`config.mk`:
```
export PLATFORM = sky130hd
export DESIGN_NAME = e3_tx_ovh
export DESIGN_NICKNAME = d
export VERILOG_FILES = /design/src/rtl/e3_tx_ovh_pkg.sv /design/src/rtl/e3_pos_ctr.sv /design/src/rtl/e3_ovh_regs.sv /design/src/rtl/e3_bip_acc.sv /design/src/rtl/e3_ovh_mux.sv /design/src/rtl/e3_tx_ovh.sv
export SDC_FILE = /design/constraint.sdc
export NUM_CORES = 1
export LEC_CHECK = 0
export CAP_MARGIN = 40
export CORE_AREA = 2 2 100 102
export DETAILED_ROUTE_END_ITERATION = 6
export DIE_AREA = 0 0 102 104
export GPL_TIMING_DRIVEN = 0
export PLACE_DENSITY_LB_ADDON = 0.2
export SYNTH_ARGS = -nofsm -noshare
export SYNTH_HDL_FRONTEND = slang
export SYNTH_SLANG_ARGS = --single-unit
export TNS_END_PERCENT = 30
```
`constraint.sdc`:
```
create_clock -name clk_i -period 2.5 [get_ports clk_i]
set_input_delay 0.25 -clock clk_i [delete_from_list [all_inputs] [get_ports clk_i]]
set_output_delay 0.25 -clock clk_i [all_outputs]
set_load 0.01 [all_outputs]
```
`src/rtl/e3_tx_ovh_pkg.sv`:
```
package e3_tx_ovh_pkg;
  localparam int unsigned FAS_LEN   = 10;
  localparam int unsigned FAS_HALF  = FAS_LEN / 2;
  localparam logic [FAS_LEN-1:0] FAS_WORD = 10'b1111010000;
  localparam int unsigned BIP_W     = 4;
  localparam int unsigned CFG_EN_BIT = 7;

  typedef enum logic [1:0] {
    REG_CFG    = 2'd0,
    REG_FAS_HI = 2'd1,
    REG_FAS_LO = 2'd2,
    REG_BIP    = 2'd3
  } reg_addr_e;

  typedef struct packed {
    logic               par_en;
    logic [FAS_LEN-1:0] fas_mask;
    logic [BIP_W-1:0]   bip_mask;
  } ovh_cfg_t;
endpackage

```
`src/rtl/e3_pos_ctr.sv`:
```
module e3_pos_ctr #(
  parameter int unsigned FRAME_BITS = 1536,
  localparam int unsigned POS_W = $clog2(FRAME_BITS)
) (
  input  logic             clk_i,
  input  logic             rst_ni,
  input  logic             adv_i,
  output logic [POS_W-1:0] pos_o
);
  localparam logic [POS_W-1:0] LAST = POS_W'(FRAME_BITS - 1);

  always_ff @(posedge clk_i or negedge rst_ni) begin
    if (!rst_ni)       pos_o <= '0;
    else if (adv_i)    pos_o <= (pos_o == LAST) ? '0 : pos_o + 1'b1;
  end
endmodule

```
`src/rtl/e3_ovh_regs.sv`:
```
module e3_ovh_regs
  import e3_tx_ovh_pkg::*;
(
  input  logic     clk_i,
  input  logic     rst_ni,
  input  logic     wr_en_i,
  input  logic [1:0] wr_addr_i,
  input  logic [7:0] wr_data_i,
  input  logic     load_i,
  output ovh_cfg_t shadow_o,
  output ovh_cfg_t active_o
);
  logic unused_wr_bits;
  assign unused_wr_bits = ^wr_data_i[6:5];

  always_ff @(posedge clk_i or negedge rst_ni) begin
    if (!rst_ni) begin
      shadow_o <= '0;
    end else if (wr_en_i) begin
      case (reg_addr_e'(wr_addr_i))
        REG_CFG:    shadow_o.par_en <= wr_data_i[CFG_EN_BIT];
        REG_FAS_HI: shadow_o.fas_mask[FAS_LEN-1:FAS_HALF] <= wr_data_i[FAS_HALF-1:0];
        REG_FAS_LO: shadow_o.fas_mask[FAS_HALF-1:0] <= wr_data_i[FAS_HALF-1:0];
        REG_BIP:    shadow_o.bip_mask <= wr_data_i[BIP_W-1:0];
        default:    ;
      endcase
    end
  end

  // active copy only moves at a frame start
  always_ff @(posedge clk_i or negedge rst_ni) begin
    if (!rst_ni)     active_o <= '0;
    else if (load_i) active_o <= shadow_o;
  end
endmodule

```
`src/rtl/e3_bip_acc.sv`:
```
module e3_bip_acc #(
  parameter int unsigned LANES = 4,
  localparam int unsigned LANE_W = $clog2(LANES)
) (
  input  logic              clk_i,
  input  logic              rst_ni,
  input  logic              adv_i,
  input  logic              frame_start_i,
  input  logic              bit_i,
  input  logic [LANE_W-1:0] lane_i,
  output logic [LANES-1:0]  held_o
);
  for (genvar k = 0; k < LANES; k++) begin : g_lane
    logic acc_q;
    logic held_q;
    logic hit;
    assign hit = (lane_i == LANE_W'(k));

    always_ff @(posedge clk_i or negedge rst_ni) begin
      if (!rst_ni) begin
        acc_q  <= 1'b0;
        held_q <= 1'b0;
      end else if (adv_i) begin
        if (frame_start_i) begin
          held_q <= acc_q;
          acc_q  <= hit & bit_i;
        end else if (hit) begin
          acc_q  <= acc_q ^ bit_i;
        end
      end
    end

    assign held_o[k] = held_q;
  end
endmodule

```
`src/rtl/e3_ovh_mux.sv`:
```
module e3_ovh_mux
  import e3_tx_ovh_pkg::*;
#(
  parameter int unsigned FRAME_BITS = 1536,
  localparam int unsigned POS_W = $clog2(FRAME_BITS),
  localparam int unsigned NIB_START = FRAME_BITS - BIP_W
) (
  input  logic [POS_W-1:0] pos_i,
  input  logic             din_i,
  input  ovh_cfg_t         cfg_i,
  input  logic [BIP_W-1:0] held_i,
  output logic             bit_o
);
  always_comb begin
    bit_o = din_i;
    for (int i = 0; i < int'(FAS_LEN); i++) begin
      if (pos_i == POS_W'(i))
        bit_o = FAS_WORD[FAS_LEN-1-i] ^ cfg_i.fas_mask[FAS_LEN-1-i];
    end
    if (cfg_i.par_en) begin
      for (int k = 0; k < int'(BIP_W); k++) begin
        if (pos_i == POS_W'(NIB_START + k))
          bit_o = held_i[k] ^ cfg_i.bip_mask[k];
      end
    end
  end
endmodule

```
`src/rtl/e3_tx_ovh.sv`:
```
module e3_tx_ovh
  import e3_tx_ovh_pkg::*;
#(
  parameter int unsigned FRAME_BITS = 1536
) (
  input  logic       clk_i,
  input  logic       rst_ni,
  input  logic       din_i,
  input  logic       din_vld_i,
  input  logic       wr_en_i,
  input  logic [1:0] wr_addr_i,
  input  logic [7:0] wr_data_i,
  output logic       dout_o,
  output logic       sof_o
);
  localparam int unsigned POS_W  = $clog2(FRAME_BITS);
  localparam int unsigned LANE_W = $clog2(BIP_W);

  logic [POS_W-1:0] pos_q;
  logic             frame_start;
  logic             load;
  ovh_cfg_t         cfg_shadow, cfg_active, cfg_eff;
  logic             par_en_q;
  logic [BIP_W-1:0] bip_held;
  logic             tx_bit;

  e3_pos_ctr #(.FRAME_BITS(FRAME_BITS)) u_pos (
    .clk_i (clk_i), .rst_ni(rst_ni), .adv_i(din_vld_i), .pos_o(pos_q)
  );

  assign frame_start = (pos_q == '0);
  assign load        = din_vld_i & frame_start;

  e3_ovh_regs u_regs (
    .clk_i    (clk_i),
    .rst_ni   (rst_ni),
    .wr_en_i  (wr_en_i),
    .wr_addr_i(wr_addr_i),
    .wr_data_i(wr_data_i),
    .load_i   (load),
    .shadow_o (cfg_shadow),
    .active_o (cfg_active)
  );

  // bit 1 already uses the settings being loaded
  assign cfg_eff  = frame_start ? cfg_shadow : cfg_active;
  assign par_en_q = cfg_active.par_en;

  e3_ovh_mux #(.FRAME_BITS(FRAME_BITS)) u_mux (
    .pos_i (pos_q),
    .din_i (din_i),
    .cfg_i (cfg_eff),
    .held_i(bip_held),
    .bit_o (tx_bit)
  );

  e3_bip_acc #(.LANES(BIP_W)) u_bip (
    .clk_i        (clk_i),
    .rst_ni       (rst_ni),
    .adv_i        (din_vld_i),
    .frame_start_i(frame_start),
    .bit_i        (tx_bit),
    .lane_i       (pos_q[LANE_W-1:0]),
    .held_o       (bip_held)
  );

  always_ff @(posedge clk_i or negedge rst_ni) begin
    if (!rst_ni) begin
      dout_o <= 1'b0;
      sof_o  <= 1'b0;
    end else begin
      sof_o <= load;
      if (din_vld_i) dout_o <= tx_bit;
    end
  end
endmodule

```
==> results of run 1 <==
[synthesized netlist by cell type]
| cell type | count | area [um2] |
|---|---|---|
| xor2_1 | 6 | 52.55 |
| a41oi_1 | 1 | 8.760 |
| a21oi_2 | 1 | 8.760 |
| o21bai_1 | 1 | 7.510 |
| nand3_1 | 10 | 50.05 |
| nor2b_1 | 2 | 12.51 |
| o211a_1 | 3 | 30.03 |
| ha_1 | 4 | 50.05 |
| o32a_1 | 1 | 10.01 |
| o21ai_2 | 1 | 8.760 |
| and2_1 | 1 | 6.260 |
| a31oi_1 | 5 | 31.28 |
| nand2_1 | 19 | 71.32 |
| buf_12 | 1 | 20.02 |
| nand2b_1 | 4 | 25.02 |
| o31ai_1 | 1 | 7.510 |
| a22o_1 | 3 | 26.28 |
| a211oi_1 | 4 | 30.03 |
| clkbuf_1 | 8 | 30.03 |
| a221o_1 | 1 | 10.01 |
| mux2i_1 | 7 | 70.07 |
| nor2_1 | 14 | 52.55 |
| dfrtp_1 | 50 | 1251 |
| o21ai_0 | 8 | 40.04 |
| nor3_1 | 3 | 15.01 |
| nor3b_1 | 2 | 15.01 |
| inv_1 | 8 | 30.03 |
| nor4_1 | 3 | 18.77 |
| xnor2_1 | 4 | 35.03 |
| nor3_2 | 1 | 10.01 |
| o211ai_1 | 1 | 7.510 |
| a2111oi_2 | 1 | 15.01 |
| or3_1 | 1 | 6.260 |
| mux2_2 | 35 | 394.1 |
| buf_4 | 1 | 7.510 |
| a21oi_1 | 6 | 30.03 |
| nand3b_1 | 5 | 37.54 |
| or4b_2 | 1 | 10.01 |
| nand4_1 | 4 | 25.02 |
| nor3b_4 | 1 | 18.77 |
| o21ai_1 | 1 | 5.000 |
| buf_6 | 2 | 22.52 |
| and3_1 | 2 | 12.51 |
[worst min path at each step]
stage                               endpoint  cells past startpoint  slack, ps          startpoint
after floorplan                       dout_o                      0        -50              rst_ni
after global placement    u_regs.active_o[8]                      2        460  u_regs.shadow_o[8]
after detailed placement              dout_o                      1        300              rst_ni
after CTS                     u_pos.pos_o[2]                      3        410           din_vld_i
after global routing          u_pos.pos_o[2]                      3        470           din_vld_i
final                         u_pos.pos_o[2]                      3        420           din_vld_i
[layout make-up]
cell class                      instances  area, um2
Fill cell                             994       6272
Multi-Input combinational cell        169       1386
Sequential cell                        50       1254
Timing Repair Buffer                   27      249.0
Tap cell                              133      166.4
Buffer                                 10      72.57
Clock buffer                            5      68.82
Clock inverter                          3      47.55
Inverter                                8      32.53
[stage by stage]
stage | instance area (um2) | utilization
6_report | 3277 | 0.3432
5_1_grt | 3277 | 0.3432
4_1_cts | 3228 | 0.3381
3_5_place_dp | 2950 | 0.3090
3_3_place_gp | 2935 | 0.3074
2_1_floorplan | 2639 | -
[kinds of logic (layout without fill, tap and decap cells)]
logic type,count (synthesis),count (layout),share of synthesized area
xor gates and xnor gates,10,10,0.03335
AOI/OAI and AO/OA,39,40,0.1053
muxes,42,42,0.1768
and+or+nand+nor,73,73,0.1472
adders and majority gates,4,4,0.01906
buffers and inverters,20,53,0.04193
DFF,50,50,0.4764
[timing repair]
| action | in CTS | in global routing |
|---|---|---|
| setup endpoints to repair | 16 | 13 |
| buffers inserted | 12 | 0 |
| hold buffers | 1 | 0 |
| resized for setup | 17 | 10 |
| endpoints found under the hold margin | 23 | 0 |
| pin swaps | 13 | 12 |
| cloned | 1 | 0 |
[flip-flops by register name (all words and copies together), names as in the netlist]
name                 cells
dout_o                   1
sof_o                    1
u_bip.g_lane.acc_q       4
u_bip.g_lane.held_q      4
u_pos.pos_o             11
u_regs.active_o         14
u_regs.shadow_o         15
[power breakdown]
group	switching (W)	internal (W)
Clock	0.000297	0.000306
Sequential	0.000194	0.00107
Combinational	0.000675	0.000693
Total	0.00117	0.00207
[worst min-delay path: cells and delay by family]
| kind | cells | cell delay (ps) |
|---|---|---|
| simple gates | 1 | 170 |
| xor+xnor | 1 | 70 |
| buf+inv | 1 | 200 |
[layer usage]
metal / wire length, um / up-vias
met5: 0 / -
met4: 54 / 0
met3: 136 / 4
met2: 2717 / 18
met1: 3037 / 946
li1: - / 925
==> out/qor.txt, run 1 <==
outcome -> finished with violations
failing checks -> negative setup slack
most frequent cells in the layout -> dfrtp_1, mux2_2, nand2_1
ANT nets after route -> 0
CTS tree -> done
Vias/cell -> 4.674
Lkg Pwr -> 1.358 nW
most common cell after layout, fill and taps aside -> dfrtp_1
crit-path most repeated cell -> a211oi_1
IO Pins -> 17
Mapped Cells -> 238
max_cap viols -> 0
diode count -> 0
Synth Warn # -> 0
global-route wire length before repair -> 10070 um
DP Worst Slack -> -499.4 ps
Die ar. -> 10610 um2
final setup fails -> 5
reg2reg end -> u_bip.g_lane[0].acc_q
Crit Path Class -> register to register
Placed Cells incl. Taps -> 385
post-synthesis cell type count -> 43
measured slew at the worst slew-check pin -> 603.9 ps
Peak Freq -> 0.3796 GHz
Final Critical Period -> 2634 ps
critical path's largest stage delay -> 440 ps
DRC -> 0
Post-Syn Nets -> 257
Final Non-Filler Cells -> 405
CTS Sinks -> 50
Slowest-stage cell, CP -> dfrtp_2
# rows -> 36
WHS -> 423.3 ps
largest net degree at the start of global routing -> 28
Layout Nets -> 290
CP max FO -> 5
endpoints failing hold -> 0
instance count on the critical path -> 11
GRT met1 Usage -> 0.1774
clk_lat worst skew -> 310 ps
total grt overflow -> 0
initial antenna violation count -> 0
Port Buffers -> 13
core area -> 9549 um2
reg2reg start -> u_pos.pos_o[1]
worst path bufs/invs -> 1
Power Density -> 986.3 nW/um2
met2 Use GR -> 0.1776
maximum VDD drop -> 0.2984 mV
flop2flop setup slack -> -130 ps
die width -> 102 um
Crit path arrival time -> 2850 ps
final setup margin -> -134.3 ps
1st-iter DRT viols -> 81
Required @ worst endpoint -> 2720 ps
grt peak-use layer -> met2
CP Cell Sequence -> buf_6 > ha_4 > mux2_4 > a221o_1 > a31oi_1 > a211oi_1 > o31ai_1 > o211ai_1 > o21ai_4 > a31oi_2 > a211oi_1
Pins Over Slew Limit -> 0
vias -> 1893
Worst Reg-to-Reg Cells -> 11
Power, Total -> 0.003232 W
synthesized area per cell -> 11.03 um2
crit end category -> register
H-tree Lvls -> 2
GR Util met3 -> 0.02554
Initial Util -> 0.2750
final WL -> 5946 um
period utilization -> 1.054
Final Skew -> 12.47 ps
top cell family by delay on the critical path -> compound AO/OA/AOI/OAI gates
Max Buffers Root-to-Sink -> 2
GRT Total Usage -> 0.1206
drt wl/cell -> 14.68 um
register area share after synthesis -> 0.4764
post-route setup TNS -> -589.2 ps
Layout area overhead -> 24.77%
Worst slew margin -> 0.5974
Worst setup SP type -> register
CP Capture Point -> u_bip.g_lane[0].acc_q
drt first pass iters -> 4
type of the most critical hold path -> primary input to register
RSZ-0062 raised after global routing -> true
die height -> 104 um
TritonCTS buffer count -> 5
Yosys reg bits -> 50
layout cells sized above 1 -> 0.3162
Placer Congestion -> 0.8286
clk slew on worst S/H paths -> 90 ps
vias in the first global route -> 1898
clock root buffer -> clkbuf_8
Post-Syn Area -> 2626 um2
CP startpoint -> u_pos.pos_o[1]
post-detail-place hpwl -> 4250 um
Note: power is estimated with default switching activity, not from simulation.
==> run 2: changes to the inputs <==
CTS_CLUSTER_SIZE = 25   (was default)
==> results of run 2 <==
The final DEF is identical to that of run 1; final timing and power are the same.
